File: src/rtl/l2_seq_pkg.sv
package l2_seq_pkg;

  typedef enum logic {
    BYTE_SEL = 1'b0,
    BYTE_WE  = 1'b1
  } bytectl_e;

  // Clocks in one beat of the fixed schedule
  function automatic int unsigned beat_clocks(
    input logic        first,
    input logic        wr,
    input int unsigned rd0,
    input int unsigned wr0,
    input int unsigned nxt
  );
    if (!first) return nxt;
    return wr ? wr0 : rd0;
  endfunction

endpackage

File: src/rtl/l2_beat_seq.sv
module l2_beat_seq
  import l2_seq_pkg::*;
#(
  parameter int unsigned BEATS    = 4,
  parameter int unsigned FIRST_RD = 3,
  parameter int unsigned FIRST_WR = 4,
  parameter int unsigned NEXT_CLK = 2
) (
  input  logic                     clk,
  input  logic                     rst_n,
  input  logic                     accept,
  input  logic                     in_wr,
  input  logic                     in_multi,
  input  logic                     in_bmode,
  input  logic [$clog2(BEATS)-1:0] in_start,
  output logic                     active,
  output logic                     wr,
  output logic [$clog2(BEATS)-1:0] ca_lo,
  output logic                     strobe,
  output logic                     adv,
  output logic                     rdy
);
  localparam int unsigned BEAT_W  = $clog2(BEATS);
  localparam int unsigned MAX_LEN = (FIRST_WR > FIRST_RD) ?
                                    ((FIRST_WR > NEXT_CLK) ? FIRST_WR : NEXT_CLK) :
                                    ((FIRST_RD > NEXT_CLK) ? FIRST_RD : NEXT_CLK);
  localparam int unsigned CNT_W   = $clog2(MAX_LEN + 1);

  logic              act_q, wr_q, multi_q, bmode_q;
  logic [BEAT_W-1:0] start_q, beat_q;
  logic [CNT_W-1:0]  cnt_q, len;
  logic              first_beat, last_clk, last_beat;

  // Interleaved order: start address XOR beat index
  function automatic logic [BEAT_W-1:0] interleave(
    input logic [BEAT_W-1:0] s,
    input logic [BEAT_W-1:0] b
  );
    return s ^ b;
  endfunction

  assign first_beat = (beat_q == '0);
  assign len        = CNT_W'(beat_clocks(first_beat, wr_q, FIRST_RD, FIRST_WR, NEXT_CLK));
  assign last_clk   = act_q && (cnt_q == len - 1'b1);
  assign last_beat  = !multi_q || (beat_q == BEAT_W'(BEATS - 1));

  always_ff @(posedge clk) begin
    if (!rst_n) begin
      act_q   <= 1'b0;
      wr_q    <= 1'b0;
      multi_q <= 1'b0;
      bmode_q <= 1'b0;
      start_q <= '0;
      beat_q  <= '0;
      cnt_q   <= '0;
    end else if (accept) begin
      act_q   <= 1'b1;
      wr_q    <= in_wr;
      multi_q <= in_multi;
      bmode_q <= in_bmode;
      start_q <= in_start;
      beat_q  <= '0;
      cnt_q   <= '0;
    end else if (act_q) begin
      if (last_clk) begin
        cnt_q  <= '0;
        beat_q <= beat_q + 1'b1;
        if (last_beat) act_q <= 1'b0;
      end else begin
        cnt_q <= cnt_q + 1'b1;
      end
    end
  end

  assign active = act_q;
  assign wr     = wr_q;
  assign ca_lo  = bmode_q ? start_q : interleave(start_q, beat_q);
  assign strobe = act_q && bmode_q && first_beat && (cnt_q == '0);
  assign adv    = act_q && bmode_q && !first_beat && (cnt_q == '0);
  assign rdy    = last_clk;

  // Plain SRAMs: a new beat always presents a new quadword
  assert_std_step_R3: assert property (@(posedge clk) disable iff (!rst_n)
    (act_q && !bmode_q && last_clk && !last_beat) |=> (ca_lo != $past(ca_lo)));

  // Burst SRAMs: address is frozen after the strobe cycle
  assert_burst_hold_R4: assert property (@(posedge clk) disable iff (!rst_n)
    (act_q && bmode_q && !strobe) |-> $stable(ca_lo));

  // A single access ends with its only ready pulse
  assert_single_end_R6: assert property (@(posedge clk) disable iff (!rst_n)
    (rdy && !multi_q) |=> !act_q);

endmodule

File: src/rtl/l2_byte_ctl.sv
module l2_byte_ctl
  import l2_seq_pkg::*;
#(
  parameter int unsigned BYTES = 8
) (
  input  logic             clk,
  input  logic             rst_n,
  input  logic             accept,
  input  logic [BYTES-1:0] in_be,
  input  logic             in_mode,
  input  logic             active,
  input  logic             wr,
  output logic [BYTES-1:0] lanes,
  output logic [1:0]       rw
);
  logic [BYTES-1:0] be_q;
  bytectl_e         mode_q;

  always_ff @(posedge clk) begin
    if (!rst_n) begin
      be_q   <= '0;
      mode_q <= BYTE_SEL;
    end else if (accept) begin
      be_q   <= in_be;
      mode_q <= bytectl_e'(in_mode);
    end
  end

  always_comb begin
    lanes = '0;
    rw    = 2'b00;
    if (active) begin
      if (mode_q == BYTE_WE) begin
        lanes = wr ? be_q : '0;
      end else begin
        lanes = be_q;
        rw    = {2{wr}};
      end
    end
  end

  // Lanes cannot change in the middle of an access
  assert_lanes_hold_R8: assert property (@(posedge clk) disable iff (!rst_n)
    (active && $past(active)) |-> $stable(lanes));

endmodule

File: src/rtl/l2_wb_walk.sv
module l2_wb_walk #(
  parameter int unsigned LINES   = 4,
  parameter int unsigned WB_CLKS = 4
) (
  input  logic                     clk,
  input  logic                     rst_n,
  input  logic                     start,
  input  logic [LINES-1:0]         dirty,
  output logic                     active,
  output logic [$clog2(LINES)-1:0] line,
  output logic                     done
);
  localparam int unsigned LINE_W = $clog2(LINES);
  localparam int unsigned CNT_W  = $clog2(WB_CLKS + 1);

  logic [LINES-1:0] pend_q, pend_rest;
  logic [CNT_W-1:0] cnt_q;
  logic             act_q, done_q;

  // Lowest flagged line still pending
  function automatic logic [LINE_W-1:0] first_set(input logic [LINES-1:0] m);
    logic [LINE_W-1:0] r;
    r = '0;
    for (int i = LINES - 1; i >= 0; i--) begin
      if (m[i]) r = LINE_W'(i);
    end
    return r;
  endfunction

  assign line      = first_set(pend_q);
  assign pend_rest = pend_q & ~(LINES'(1) << line);

  always_ff @(posedge clk) begin
    if (!rst_n) begin
      pend_q <= '0;
      cnt_q  <= '0;
      act_q  <= 1'b0;
      done_q <= 1'b0;
    end else begin
      done_q <= 1'b0;
      if (start) begin
        pend_q <= dirty;
        cnt_q  <= '0;
        act_q  <= |dirty;
        done_q <= ~|dirty;
      end else if (act_q) begin
        if (cnt_q == CNT_W'(WB_CLKS - 1)) begin
          cnt_q  <= '0;
          pend_q <= pend_rest;
          if (pend_rest == '0) begin
            act_q  <= 1'b0;
            done_q <= 1'b1;
          end
        end else begin
          cnt_q <= cnt_q + 1'b1;
        end
      end
    end
  end

  assign active = act_q;
  assign done   = done_q;

  // Lines are visited in ascending order within one walk
  assert_ascend_R7: assert property (@(posedge clk) disable iff (!rst_n)
    (act_q && $past(act_q)) |-> (line >= $past(line)));

endmodule

File: src/rtl/l2_seq_top.sv
module l2_seq_top #(
  parameter int unsigned BEATS    = 4,
  parameter int unsigned LINES    = 4,
  parameter int unsigned BYTES    = 8,
  parameter int unsigned FIRST_RD = 3,
  parameter int unsigned FIRST_WR = 4,
  parameter int unsigned NEXT_CLK = 2,
  parameter int unsigned WB_CLKS  = 4,
  localparam int unsigned LO_W    = $clog2(BEATS),
  localparam int unsigned HI_W    = $clog2(LINES)
) (
  input  logic                 clk,
  input  logic                 rst_n,
  input  logic                 req_valid,
  input  logic                 req_write,
  input  logic                 req_burst,
  input  logic [HI_W+LO_W-1:0] req_addr,
  input  logic [BYTES-1:0]     req_be,
  input  logic                 strap_burst_sram,
  input  logic                 byte_mode,
  input  logic                 wb_start,
  input  logic [LINES-1:0]     wb_dirty,
  output logic [LO_W-1:0]      ca_lo_a,
  output logic [LO_W-1:0]      ca_lo_b,
  output logic [HI_W-1:0]      ca_hi,
  output logic                 c_strobe,
  output logic                 c_adv,
  output logic                 c_oe,
  output logic [BYTES-1:0]     c_byte,
  output logic [1:0]           c_rw,
  output logic                 rdy,
  output logic                 busy,
  output logic                 wb_done
);
  logic            seq_act, seq_wr, wb_act;
  logic            accept, wb_go;
  logic [LO_W-1:0] seq_lo, lo_mux;
  logic [HI_W-1:0] wb_line, hi_q;

  // Request wins over a writeback raised in the same idle cycle
  assign busy   = seq_act || wb_act;
  assign accept = req_valid && !busy;
  assign wb_go  = wb_start && !busy && !req_valid;

  l2_beat_seq #(
    .BEATS(BEATS), .FIRST_RD(FIRST_RD), .FIRST_WR(FIRST_WR), .NEXT_CLK(NEXT_CLK)
  ) u_seq (
    .clk(clk), .rst_n(rst_n), .accept(accept),
    .in_wr(req_write), .in_multi(req_burst), .in_bmode(strap_burst_sram),
    .in_start(req_addr[LO_W-1:0]),
    .active(seq_act), .wr(seq_wr), .ca_lo(seq_lo),
    .strobe(c_strobe), .adv(c_adv), .rdy(rdy)
  );

  l2_byte_ctl #(.BYTES(BYTES)) u_bytes (
    .clk(clk), .rst_n(rst_n), .accept(accept),
    .in_be(req_be), .in_mode(byte_mode),
    .active(seq_act), .wr(seq_wr),
    .lanes(c_byte), .rw(c_rw)
  );

  l2_wb_walk #(.LINES(LINES), .WB_CLKS(WB_CLKS)) u_wb (
    .clk(clk), .rst_n(rst_n), .start(wb_go), .dirty(wb_dirty),
    .active(wb_act), .line(wb_line), .done(wb_done)
  );

  // Line address is captured for the whole access
  always_ff @(posedge clk) begin
    if (!rst_n)      hi_q <= '0;
    else if (accept) hi_q <= req_addr[HI_W+LO_W-1:LO_W];
  end

  always_comb begin
    if (seq_act)     lo_mux = seq_lo;
    else if (wb_act) lo_mux = '0;
    else             lo_mux = req_addr[LO_W-1:0];
  end

  assign ca_lo_a = lo_mux;
  assign ca_lo_b = lo_mux;
  assign ca_hi   = wb_act ? wb_line : (seq_act ? hi_q : req_addr[HI_W+LO_W-1:LO_W]);
  assign c_oe    = (seq_act && !seq_wr) || wb_act;

  assert_hi_hold_R5: assert property (@(posedge clk) disable iff (!rst_n)
    (seq_act && $past(seq_act)) |-> $stable(ca_hi));

  // Output enable never coincides with a write on the read/write lines
  assert_oe_read_R10: assert property (@(posedge clk) disable iff (!rst_n)
    c_oe |-> (c_rw == 2'b00));

  assert_exclusive_R11: assert property (@(posedge clk) disable iff (!rst_n)
    !(seq_act && wb_act));

endmodule

File: config.mk
export PLATFORM = sky130hd
export DESIGN_NAME = l2_seq_top
export DESIGN_NICKNAME = d
export VERILOG_FILES = /design/src/rtl/l2_seq_pkg.sv /design/src/rtl/l2_beat_seq.sv /design/src/rtl/l2_byte_ctl.sv /design/src/rtl/l2_wb_walk.sv /design/src/rtl/l2_seq_top.sv
export SDC_FILE = /design/constraint.sdc
export NUM_CORES = 1
export LEC_CHECK = 0
export ABC_CLOCK_PERIOD_IN_PS = 1800
export BUFFER_PORTS_ARGS = -buffer_cell sky130_fd_sc_hd__buf_2
export CORE_MARGIN = 4
export CORE_UTILIZATION = 46
export CTS_CLUSTER_DIAMETER = 200
export CTS_CLUSTER_SIZE = 28
export DETAILED_ROUTE_END_ITERATION = 8
export PLACE_DENSITY = 0.75
export SYNTH_ARGS = -nofsm -noshare
export SYNTH_HDL_FRONTEND = slang
export SYNTH_HIERARCHICAL = 1
export SYNTH_SLANG_ARGS = --single-unit
File: constraint.sdc
create_clock -name clk -period 1.8 [get_ports clk]
set_input_delay 0.18 -clock clk [delete_from_list [all_inputs] [get_ports clk]]
set_output_delay 0.18 -clock clk [all_outputs]
set_load 0.05 [all_outputs]
==> results.sh <==
export IMPL_grtUsageTotal=0.172
export IMPL_comb_power_share=0.282
export IMPL_crit_path_frequent_cell="inv_1"
export IMPL_async_reset_ff_frac=0
export IMPL_tightest_slew_ps=510
export IMPL_path_delay_family="flip-flops"
export IMPL_mostFrequentLayoutCells="buf_2 (43), dfxtp_1 (27), mux2i_1 (20), nand2_1 (18), nor2b_1 (16)"
export IMPL_hold_path_class="input pin to register"
export IMPL_antenna_found_initial=0
export IMPL_clock_sinks=31
export IMPL_total_power_uw=1600
export IMPL_min_period_over_period=0.974
export IMPL_drive_gt1_frac=0.312
export IMPL_pwr_share_clk=0.240
export IMPL_fillers=302
export IMPL_synth_nets=210
export IMPL_path_buf_inv=3
export IMPL_r2r_start="u_wb/active"
export IMPL_crit_fanout=6
export IMPL_root_buffer="clkbuf_4"
export IMPL_worstPathCellList="inv_1, ha_4, and3b_1, o221ai_2, inv_1, buf_6"
export IMPL_drv_cap=0
export IMPL_nNetsFinal=265
export IMPL_die_h_um=67.7
export IMPL_hold_buffers=0
export IMPL_cts_max_level=2
export IMPL_vias=1427
export IMPL_grt_ovfl_total=0
export IMPL_grt_pass1_wl_um=5870
export IMPL_rsz0062_at_grt="yes"
export IMPL_p_int_uw=1050
export IMPL_grt_pass1_vias=1372
export IMPL_firstDrtPassIters=4
export IMPL_final_common_cell="buf_2"
export IMPL_clock_path_buffers=2
export IMPL_hold_violations=0
export IMPL_finalInstanceArea_mm2=0.00204
export IMPL_syn_to_final_growth_pct=24.2
export IMPL_yosysUniqueCellTypes=43
export IMPL_status="finished, final reports clean"
export IMPL_synthFlopType="dfxtp_1"
export IMPL_dpl_instance_area_mm2=0.00194
export IMPL_arrival_ps=1570
export IMPL_power_leakage_uw=0.000933
export IMPL_synth_ff_latch_count=31
export IMPL_critPathRequiredTime_ps=1620
export IMPL_slew_headroom=0.657
export IMPL_layout_min_cycle_time_ps=1750
export IMPL_ant_nets=0
export IMPL_cellPowerDensity_mw_per_mm2=787
export IMPL_drv_slew=0
export IMPL_switching_share=0.344
export IMPL_switching_power_uw=552
export IMPL_cts_tree="yes"
export IMPL_rows=21
export IMPL_dieWidth_um=67.7
export IMPL_wirelength_um=3530
export IMPL_syn_inst=181
export IMPL_gp_congestion=0.835
export IMPL_worstSetupPathType="register to output port"
export IMPL_cpPeakStageDelay_ps=370
export IMPL_n_antenna_cell=0
export IMPL_routed_via_density=5.04
export IMPL_seqPwrFrac=0.478
export IMPL_start_util=0.484
export IMPL_setup_viol=0
export IMPL_vdd_drop_max_mv=0.407
export IMPL_grt_max_degree=30
export IMPL_syn_cell_area_mm2=0.00164
export IMPL_layout_setup_ws_ps=47.2
export IMPL_skew_ps=11.3
export IMPL_holdCritStartpoint="wb_dirty[2]"
export IMPL_ios=46
export IMPL_ys_warn_count=6
export IMPL_yosysSeqAreaShare=0.378
export IMPL_critPathLaunch="u_seq/beat_q[1]"
export IMPL_start_kind="register"
export IMPL_io_buffers=45
export IMPL_dp_final_hpwl_um=2600
export IMPL_drc=0
export IMPL_wire_per_inst_um=12.5
export IMPL_pre_cts_ws_ps=212
export IMPL_max_freq_mhz=571
export IMPL_die_area_mm2=0.00459
export IMPL_core_mm2=0.00339
export IMPL_drt_iter0_markers=56
export IMPL_insertion_delay_ps=330
export IMPL_synth_edf_count=0
export IMPL_critPathSlowestCell="dfxtp_2"
export IMPL_syn_area_per_cell_um2=9.07
export IMPL_fin_tns_setup_ps=0
export IMPL_clk_pin_slew_worst_paths_ps=100
export IMPL_numCtsBuffers=5
export IMPL_end_kind="output port"
## cells in the mapped netlist (2+ instances only)
master    number  area share
dfxtp_1       31        0.38
mux2i_1       20        0.12
nand2_1       18       0.041
nor2b_1       16       0.061
inv_1         10       0.023
and3_1         9       0.034
nand2b_1       9       0.034
a21oi_1        7       0.021
nor2_1         7       0.016
ha_1           5       0.038
o21ai_0        5       0.015
o21ai_1        5       0.015
buf_4          3       0.014
xnor2_1        3       0.016
a211oi_1       2      0.0091
buf_6          2       0.014
nand3_1        2      0.0061
nand3b_1       2      0.0091
## path summary, 6_finish.rpt
path                            slack [ps]  cells after the start             end
worst max register to register         170                      5       u_wb/done
worst max-delay path                    50                      6             rdy
worst min register to register         440                      2   u_wb/cnt_q[2]
worst min-delay path                    90                      3  u_wb/pend_q[2]
## sequential cells by signal, summed over array words and instances, names as in the netlist, 2 cells and up
signal	count
u_wb/pend_q	4
u_seq/start_q	2
u_seq/cnt_q	3
u_seq/beat_q	2
u_wb/cnt_q	3
u_bytes/be_q	8
hi_q	2
## timing repair
action                     CTS  global route
setup endpoints to repair    1            13
buffers inserted             2             0
pin swaps                    1             1
cloned                       0             0
gates resized for setup      5             5
## worst reg2reg max path, delay by kind of cell, from the launching register on
kind,cells,cell delay [ps]
AOI/OAI and AO/OA,1,190
and+or+nand+nor,4,1000
DFF,1,360
## power by group through the flow
stage / clock [uW] / combinational, uW / sequential [uW]
floorplan: 0 / 340 / 781
global placement: 0 / 447 / 780
detailed placement: 0 / 450 / 782
CTS: 402 / 454 / 766
global route: 452 / 491 / 774
finish: 385 / 453 / 767
## cell families after synthesis
family / count (synthesis) / share of synthesized area
compound gates: 28 / 0.110
xor+xnor: 3 / 0.0160
fa+ha+maj: 6 / 0.0450
buf+inv: 17 / 0.0556
flops: 31 / 0.378
mux: 20 / 0.122
simple gates: 76 / 0.274
## layer usage
metal,track usage,vias to the layer above,wire length [um]
met2,0.299,38,1680
met4,0.0987,0,73
met3,0.0466,7,195
met1,0.187,649,1580
met5,0,-,0
li1,-,733,-
## per-stage QoR
step	hold slack, ps	instances	utilization
after detailed placement	427	273	0.574
after floorplan	296	181	-
after CTS	81.1	283	0.596
after global routing	78.6	283	0.601
final	95.0	283	0.601
after global placement	426	273	0.574
## cell type report
| cell class | instances | area [um2] | area share |
|---|---|---|---|
| multi-input cells | 133 | 962 | 0.472 |
| flip-flops and latches | 31 | 626 | 0.307 |
| inverters | 11 | 41.3 | 0.0203 |
| clock inverters | 1 | 5.00 | 0.00246 |
| clock buffers | 7 | 45.0 | 0.0221 |
| well taps | 46 | 57.6 | 0.0282 |
| repair buffers | 54 | 302 | 0.148 |
Power figures use the tool's default switching activity.
